$ cat src/rtl/rx_dual_slot_buffer.sv
module rx_dual_slot_buffer #(
  parameter int BUF_BYTES = 2048,
  parameter int MIN_PAY   = 60
) (
  input  logic                          clk,
  input  logic                          rst_n,
  input  logic                          in_valid,
  input  logic                          in_sof,
  input  logic                          in_eof,
  input  logic [7:0]                    in_data,
  output logic                          in_ready,
  input  logic                          reg_we,
  input  logic [2:0]                    reg_addr,
  input  logic [31:0]                   reg_wdata,
  output logic [31:0]                   reg_rdata,
  output logic                          buf_we,
  output logic                          buf_slot,
  output logic [$clog2(BUF_BYTES)-1:0]  buf_addr,
  output logic [7:0]                    buf_wdata,
  output logic                          rx_irq
);
  localparam int AW      = $clog2(BUF_BYTES);
  localparam int CW      = AW + 1;
  localparam int MAX_PAY = BUF_BYTES - 12;
  localparam logic [31:0] ST_LOADED  = 32'd1;
  localparam logic [31:0] ST_PENDING = 32'd2;

  typedef enum logic [2:0] {S_IDLE, S_PRE, S_PAY, S_PAD, S_FCS} phase_t;

  phase_t      ph;
  logic        cur;
  logic [CW-1:0] pos;
  logic [1:0]  fidx;
  logic [31:0] crc;
  logic        drop;
  logic [31:0] st  [2];
  logic [31:0] cnt [2];

  function automatic logic [31:0] crc_step(input logic [31:0] c, input logic [7:0] d);
    logic [31:0] r;
    r = c ^ {24'd0, d};
    for (int b = 0; b < 8; b++) r = r[0] ? ((r >> 1) ^ 32'hEDB8_8320) : (r >> 1);
    return r;
  endfunction

  logic        can_rx, pick, start, drop_now, done;
  logic [31:0] crc_inv;

  assign can_rx   = (st[0] == ST_LOADED) || (st[1] == ST_LOADED);
  assign pick     = (st[0] == ST_LOADED) ? 1'b0 : 1'b1;
  assign start    = (ph == S_IDLE) && in_valid && in_sof && can_rx;
  assign drop_now = (ph == S_PAY) && in_valid && (drop || pos >= CW'(8 + MAX_PAY));
  assign done     = (ph == S_FCS) && (fidx == 2'd3);
  assign crc_inv  = ~crc;

  assign in_ready  = (ph == S_PAY) || ((ph == S_IDLE) && !in_sof);
  assign buf_slot  = cur;
  assign buf_addr  = pos[AW-1:0];
  assign buf_we    = (ph == S_PRE) || (ph == S_PAD) || (ph == S_FCS) ||
                     ((ph == S_PAY) && in_valid && !drop_now);
  assign rx_irq    = (st[0] == ST_PENDING) || (st[1] == ST_PENDING);

  always_comb begin
    case (ph)
      S_PRE:   buf_wdata = (pos == CW'(7)) ? 8'hD5 : 8'h55;
      S_PAY:   buf_wdata = in_data;
      S_FCS:   buf_wdata = crc_inv[8*fidx +: 8];
      default: buf_wdata = 8'h00;
    endcase
  end

  always_ff @(posedge clk or negedge rst_n) begin
    if (!rst_n) begin
      ph   <= S_IDLE;
      cur  <= 1'b0;
      pos  <= '0;
      fidx <= '0;
      crc  <= '1;
      drop <= 1'b0;
    end else begin
      case (ph)
        S_IDLE: if (start) begin
          ph   <= S_PRE;
          cur  <= pick;
          pos  <= '0;
          crc  <= '1;
          drop <= 1'b0;
        end
        S_PRE: begin
          pos <= pos + 1'b1;
          if (pos == CW'(7)) ph <= S_PAY;
        end
        S_PAY: if (in_valid) begin
          if (drop_now) drop <= 1'b1;
          else begin
            pos <= pos + 1'b1;
            crc <= crc_step(crc, in_data);
          end
          if (in_eof) begin
            fidx <= '0;
            if (drop_now)                           ph <= S_IDLE;
            else if (pos + 1'b1 < CW'(8 + MIN_PAY)) ph <= S_PAD;
            else                                    ph <= S_FCS;
          end
        end
        S_PAD: begin
          pos <= pos + 1'b1;
          crc <= crc_step(crc, 8'h00);
          if (pos + 1'b1 == CW'(8 + MIN_PAY)) ph <= S_FCS;
        end
        S_FCS: begin
          pos  <= pos + 1'b1;
          fidx <= fidx + 1'b1;
          if (fidx == 2'd3) ph <= S_IDLE;
        end
        default: ph <= S_IDLE;
      endcase
    end
  end

  always_ff @(posedge clk or negedge rst_n) begin
    if (!rst_n) begin
      for (int g = 0; g < 2; g++) begin
        st[g]  <= '0;
        cnt[g] <= '0;
      end
    end else begin
      for (int g = 0; g < 2; g++) begin
        if (done && (cur == 1'(g))) begin
          st[g]  <= ST_PENDING;
          cnt[g] <= 32'(pos + 1'b1);
        end else if (reg_we) begin
          if (reg_addr == 3'(2 + 2*g)) st[g]  <= reg_wdata;
          if (reg_addr == 3'(3 + 2*g)) cnt[g] <= reg_wdata;
        end
      end
    end
  end

  always_comb begin
    case (reg_addr)
      3'd2:    reg_rdata = st[0];
      3'd3:    reg_rdata = cnt[0];
      3'd4:    reg_rdata = st[1];
      3'd5:    reg_rdata = cnt[1];
      default: reg_rdata = '0;
    endcase
  end

  p_pick0_r2: assert property (@(posedge clk) disable iff (!rst_n)
    (start && st[0] == ST_LOADED) |=> (ph == S_PRE && cur == 1'b0));

  p_stall_r3: assert property (@(posedge clk) disable iff (!rst_n)
    (ph == S_IDLE && !can_rx) |=> (ph == S_IDLE));

  p_pre_end_r4: assert property (@(posedge clk) disable iff (!rst_n)
    (ph == S_PRE && pos == CW'(7)) |=> (ph == S_PAY && pos == CW'(8)));

  p_done0_r7: assert property (@(posedge clk) disable iff (!rst_n)
    (done && cur == 1'b0) |=> (st[0] == ST_PENDING));

  p_done1_r10: assert property (@(posedge clk) disable iff (!rst_n)
    (done && cur == 1'b1) |=> (st[1] == ST_PENDING));

  p_drop_keep_r8: assert property (@(posedge clk) disable iff (!rst_n)
    (drop_now && in_eof && !reg_we) |=>
      ($stable(st[0]) && $stable(st[1]) && $stable(cnt[0]) && $stable(cnt[1])));
endmodule

$ cat config.mk
export PLATFORM = sky130hd
export DESIGN_NAME = rx_dual_slot_buffer
export DESIGN_NICKNAME = d
export VERILOG_FILES = /design/src/rtl/rx_dual_slot_buffer.sv
export SDC_FILE = /design/constraint.sdc
export NUM_CORES = 1
export LEC_CHECK = 0
export ABC_AREA = 1
export BUFFER_PORTS_ARGS = -buffer_cell sky130_fd_sc_hd__buf_2
export CAP_MARGIN = 30
export CORE_MARGIN = 5
export CORE_UTILIZATION = 45
export DETAILED_ROUTE_END_ITERATION = 16
export GPL_ROUTABILITY_DRIVEN = 1
export GPL_TIMING_DRIVEN = 0
export PLACE_DENSITY_LB_ADDON = 0.1
export SETUP_SLACK_MARGIN = 0.2
export SLEW_MARGIN = 20
export SYNTH_ARGS = -nofsm -noshare
export SYNTH_HDL_FRONTEND = slang
export SYNTH_SLANG_ARGS = --single-unit
export TNS_END_PERCENT = 5
$ cat constraint.sdc
create_clock -name clk -period 4.3 [get_ports clk]
set_clock_uncertainty 0.1 [all_clocks]
set_input_delay 0.215 -clock clk [delete_from_list [all_inputs] [get_ports clk]]
set_output_delay 0.215 -clock clk [all_outputs]
set_load 0.02 [all_outputs]
==> results of run 1 <==
## power groups by stage
| stage | clock network [W] | registers [W] | logic (W) |
|---|---|---|---|
| 6_report | 0.00158 | 0.00276 | 0.00575 |
| 3_5_place_dp | 0 | 0.00278 | 0.00561 |
| 5_1_grt | 0.00168 | 0.00282 | 0.00635 |
| 4_1_cts | 0.00161 | 0.00275 | 0.00566 |
| 3_3_place_gp | 0 | 0.00277 | 0.00553 |
| 2_1_floorplan | 0 | 0.00263 | 0.00410 |
## Yosys cell counts (11+ instances only)
library cell	instances
dfstp_2	32
buf_4	15
a21oi_1	35
o211ai_1	15
inv_2	15
xnor2_1	25
dfrtp_1	147
a22oi_1	33
clkbuf_1	39
buf_2	18
nand3_1	124
o221ai_1	23
o21ai_0	115
nand4_1	11
xor2_1	36
nand2_1	615
o21ai_1	59
nor2_1	73
nand2_2	25
inv_1	91
## routing by layer
layer	part of all wire	global-route usage
met5	0	0
met1	0.44	0.409
met2	0.44	0.453
met4	0.037	0.107
met3	0.082	0.0527
## path summary, 6_finish.rpt
kind	startpoint	endpoint	cells past startpoint
worst min-delay path	reg_wdata[9]	cnt[9]	3
worst max-delay path	ph[2]	buf_we	7
max in group asynchronous	rst_n	crc[15]	3
min in group asynchronous	rst_n	st[26]	2
worst max register to register	ph[2]	crc[7]	7
worst min register to register	crc[24]	crc[24]	2
## placed cells by master (no fill, tap or decap), drive strengths merged, types with 31 or more instances in the layout
master,instances
nand3,129
xor2,39
buf,148
nand2,645
dfrtp,147
clkbuf,58
a22oi,33
dfstp,32
dlygate4sd3,31
a21oi,36
o21ai,174
inv,116
nor2,84
## cells by family (layout without fill, tap and decap cells)
logic type	after synthesis	after routing	synth area share
compound gates	293	293	0.148
xor+xnor	66	66	0.0559
fa+ha+maj	3	3	0.00323
buf+inv	194	361	0.0758
flops	179	179	0.389
simple gates	893	893	0.328
## cell type report
type                       instances  area [um2]  share of cell area
multi-input combinational       1255        6220               0.461
sequential                       179        4520               0.335
timing repair buffer             135         863              0.0640
buffer                            84         455              0.0338
clock buffer                      18         429              0.0318
inverter                         110         425              0.0315
tap                              330         413              0.0306
clock inverter                    14         161              0.0120
## worst reg2reg max path, cell delays in order (launching register included)
cell and delay [ps]:
dfrtp_1 420, inv_2 150, nand2_1 350, inv_1 310
clkbuf_1 640, nand3_1 160, nand2_1 100, o21ai_0 90
## through the flow
step	util	hold WS (ps)	power, W	instances
floorplan	-	-181	0.00673	1628
CTS	0.533	5.87	0.0100	2125
global placement	0.496	366	0.00830	2061
global route	0.533	39.6	0.0108	2125
finish	0.533	26.9	0.0101	2125
detailed placement	0.497	179	0.00839	2062
## registers in the layout, summed over array words and instances (netlist names)
register and cells:
st 64, fidx 2, ph 3, cnt 64, buf_slot 1, drop 1, crc 32, pos 12
## repair_timing
item / in CTS / in global routing
hold buffers: 31 / 0
endpoints found under the hold margin: 167 / 0
endpoints found under the setup margin: 0 / 0
==> impl_metrics.yaml, run 1 <==
layout:
  antenna_cells: 0
  fin_area_mm2: 0.0135
  nets: 1834
  syn_to_final_growth_pct: 16.1
  final_layout_size_suffix_gt1_frac: 0.160
  fillers: 2543
die:
  placementRows: 58
  dieArea_mm2: 0.0291
  die_h_um: 171
  fp.coreArea_mm2: 0.0253
  start_util: 0.459
  die_w_um: 171
  num_io_pins: 104
routing:
  drc: 0
  antenna_left: 0
  avgRoutedWirePerCell_um: 19.8
  vias: 11843
  drtIter0Drc: 1295
  drt_wl_total_um: 42000
  avgViaCountPerCell: 5.57
  drt_pass1_iterations: 7
power_and_ir_drop:
  seqPwrFrac: 0.273
  p_int_w: 0.00498
  p_leak_nw: 6.70
  cellPowerDensity_mw_per_mm2: 748
  power_frac_comb: 0.570
  ir_worst_vdd_mv: 0.327
  pwr-share-clk: 0.157
  p_sw_frac: 0.507
  switchingPower_w: 0.00511
sta:
  worst_slew_margin_rel: 0.444
  finalCritPeriodShare: 0.687
  setup_viol_count_final: 0
  rsz0062_at_grt: "false"
  fmax_mhz: 338
  hold_viol_final: 0
  setup_ws_ps: 1340
  tightestPinTransition_ps: 827
  fin_tns_setup_ps: 0
  fin_crit_ps: 2960
  slew_viol_final: 0
grt:
  grt_first_pass_wirelength_um: 65400
  overflow: 0
  antenna_found_initial: 0
  grt_max_degree: 93
  grt_pass1_vias: 11569
  track_usage: 0.291
yosys:
  post-synth-top-area-cell: "dfrtp_1"
  syn_nets: 1680
  synthArstFlopShare: 1.00
  synth_edf_count: 0
  yosysSeqAreaShare: 0.389
  synthTopCellsByArea: "dfrtp_1 32%, nand2_1 20%, dfstp_2 7.2%"
  ys_ff_latch: 179
  synth_top_area_share: 0.316
  synth_warnings: 0
  synth.avg_cell_area_um2: 7.14
  syn_area_mm2: 0.0116
  ys.flop_type: "dfrtp_1"
  synth_cells: 1628
  synth_cell_types: 49
setup_path:
  cp_top_family: "buffers and inverters"
  arrival_ps: 2640
  startpoint_type: "flop"
  cp.required_ps: 3980
  max_stage_delay_ps: 540
  crit_buf_inv: 4
  crit_type: "flop to output port"
  r2r_slack_ps: 1890
  endpoint_kind: "output port"
  cp_cell_sequence: "inv_2 > nand2_4 > nor2_8 > inv_4 > clkbuf_1 > o311ai_0 > buf_2"
  crit_fanout: 10
  cp_slowest_cell: "o311ai_0"
clock_tree:
  numCtsBuffers: 17
  cts_tree: "built"
  cts_sinks: 179
  root_buffer: "clkbuf_16"
  cts.path.max_buffers: 2
  htreeDepth: 4
  cts_resized: 0
  insertion_delay_ps: 450
  clkSlewWorstSetupHoldPaths_ps: 70
  cts_setup_buffers: 0
flow_run:
  cap_violations: 0
placement:
  place_area_mm2: 0.0126
  port_buffers: 103
  gp_congestion: 0.984
  dp_slack_ps: 1800
  place_hpwl_um: 30300
run_status:
  status: "complete, no violations"
hold_path:
  hold_class: "input port to flop"
No activity file was read; power rests on OpenSTA's default activity.
==> run 2: changes to the inputs <==
- clock period: 4.3 -> 3 ns (I/O delays scaled with it)
==> run 2 against run 1 <==
Net effect:
- register-to-register slack got worse by 1300 ps
- count of clock-buffer cells in the layout stayed put
- wire length hardly changed
- combinational power increased by 43%
- flip-flop and latch count is the same
- clock power is 44% higher
- sequential power is 43% higher
- global-route usage about the same
- via count increased by 0.52%
- utilization up 0.17 points
- worst setup slack worse by 1000 ps
==> impl_metrics.yaml, run 2 (synthesis gave the netlist of run 1 again) <==
run_status:
  status: "complete, no violations"
sta:
  rsz0062_at_grt: "true"
  finalCritPeriodShare: 0.892
  fin_tns_setup_ps: 0
  setup_viol_count_final: 0
  worst_slew_margin_rel: 0.451
  slew_viol_final: 0
  tightestPinTransition_ps: 818
  hold_viol_final: 0
  fin_crit_ps: 2680
  setup_ws_ps: 323
  fmax_mhz: 374
clock_tree:
  cts_setup_buffers: 0
  cts.path.max_buffers: 2
  cts_tree: "built"
  numCtsBuffers: 17
  cts_sinks: 179
  root_buffer: "clkbuf_16"
  insertion_delay_ps: 440
  htreeDepth: 4
  clkSlewWorstSetupHoldPaths_ps: 70
layout:
  post-route-util: 0.534
  final_common_cell: "nand2_1"
  antenna_cells: 0
  final_cell_mix: "615 x nand2_1, 147 x dfrtp_1, 124 x nand3_1"
  nets: 1837
  fillers: 2537
  reg_top3: "cnt x64, st x64, crc x32"
  syn_to_final_growth_pct: 16.4
  final_layout_size_suffix_gt1_frac: 0.160
  instances_no_fill: 2128
routing:
  antenna_left: 0
  wl_met1_um: 18400
  highest_layer: "met4"
  avgViaCountPerCell: 5.59
  drt_pass1_iterations: 7
  wl_met3_um: 3420
  drtIter0Drc: 1519
  drc: 0
  drt_wl_total_um: 42000
  wl_met2_um: 18700
  avgRoutedWirePerCell_um: 19.7
  vias: 11904
setup_path:
  crit_type: "flop to output port"
  cp_cell_sequence: "inv_1 > clkbuf_1 > o21ai_0 > a21oi_1 > o21ai_0 > o221ai_1 > buf_2"
  crit_fanout: 10
  r2r_slack_ps: 590
  arrival_ps: 2430
  crit_path_frequent_cell: "o21ai_0"
  max_stage_delay_ps: 510
  endpoint_kind: "output port"
  cp_top_family: "compound AO/OA/AOI/OAI gates"
  startpoint_type: "flop"
  crit_buf_inv: 3
  cp.required_ps: 2750
  cp_slowest_cell: "dfrtp_1"
placement:
  dp_slack_ps: 561
  numPlacedInstances: 2062
  port_buffers: 103
  gp_congestion: 0.984
  place_hpwl_um: 30300
die:
  num_io_pins: 104
  start_util: 0.459
  die_w_um: 171
  placementRows: 58
  fp.coreArea_mm2: 0.0253
  dieArea_mm2: 0.0291
  die_h_um: 171
power_and_ir_drop:
  finalPower_w: 0.0145
  p_leak_nw: 6.72
  ir_worst_vdd_mv: 0.468
  cellPowerDensity_mw_per_mm2: 1070
hold_path:
  hold_class: "input port to flop"
grt:
  grt_max_degree: 93
  grt_pass1_vias: 11577
  grt_first_pass_wirelength_um: 65400
  antenna_found_initial: 0
  track_usage: 0.292
  overflow: 0
flow_run:
  cap_violations: 0
[run 2: cell type report]
class	instances	area, um2	area share
clock inverters	14	161	0.0119
flip-flops and latches	179	4520	0.334
plain buffers	83	452	0.0334
clock buffers	18	429	0.0317
multi-input cells	1255	6230	0.460
well taps	330	413	0.0305
repair buffers	139	903	0.0667
inverters	110	425	0.0314
[run 2: per-stage QoR]
step	area (um2)	hold WS [ps]
floorplan	11600	-246
global placement	12600	345
detailed placement	12600	114
CTS	13500	57.7
global route	13500	134
finish	13500	62.5
[run 2: worst register-to-register path: stages (launching register included)]
cell and delay, ps:
dfrtp_1 420, inv_2 150, nand2_1 350, inv_1 310, clkbuf_1 640, nand3_1 160, nand2_1 100, o21ai_0 90
[run 2: routing by layer]
layer | GRT usage | vias to the layer above
met5 | 0 | -
met4 | 0.106 | 0
met3 | 0.0520 | 97
met2 | 0.454 | 526
met1 | 0.410 | 5630
li1 | - | 5651
[run 2: repair_timing]
item	in CTS	in global routing
gates resized for setup	1	1
hold buffers	35	0
setup endpoints to repair	1	2
endpoints found under the hold margin	200	0
[run 2: final timing paths]
path	endpoint	depth (start not counted)	startpoint
worst max-delay path	buf_wdata[7]	7	fidx[0]
worst min-delay path	ph[2]	6	in_valid
worst max register to register	crc[7]	7	ph[2]
worst min register to register	cnt[20]	2	cnt[20]
max in group asynchronous	crc[15]	3	rst_n
min in group asynchronous	st[26]	2	rst_n
[run 2: where the power goes]
part | switching (W) | internal (W) | total (W)
Sequential | 0.000651 | 0.00330 | 0.00395
Clock | 0.00115 | 0.00113 | 0.00228
Combinational | 0.00552 | 0.00272 | 0.00824
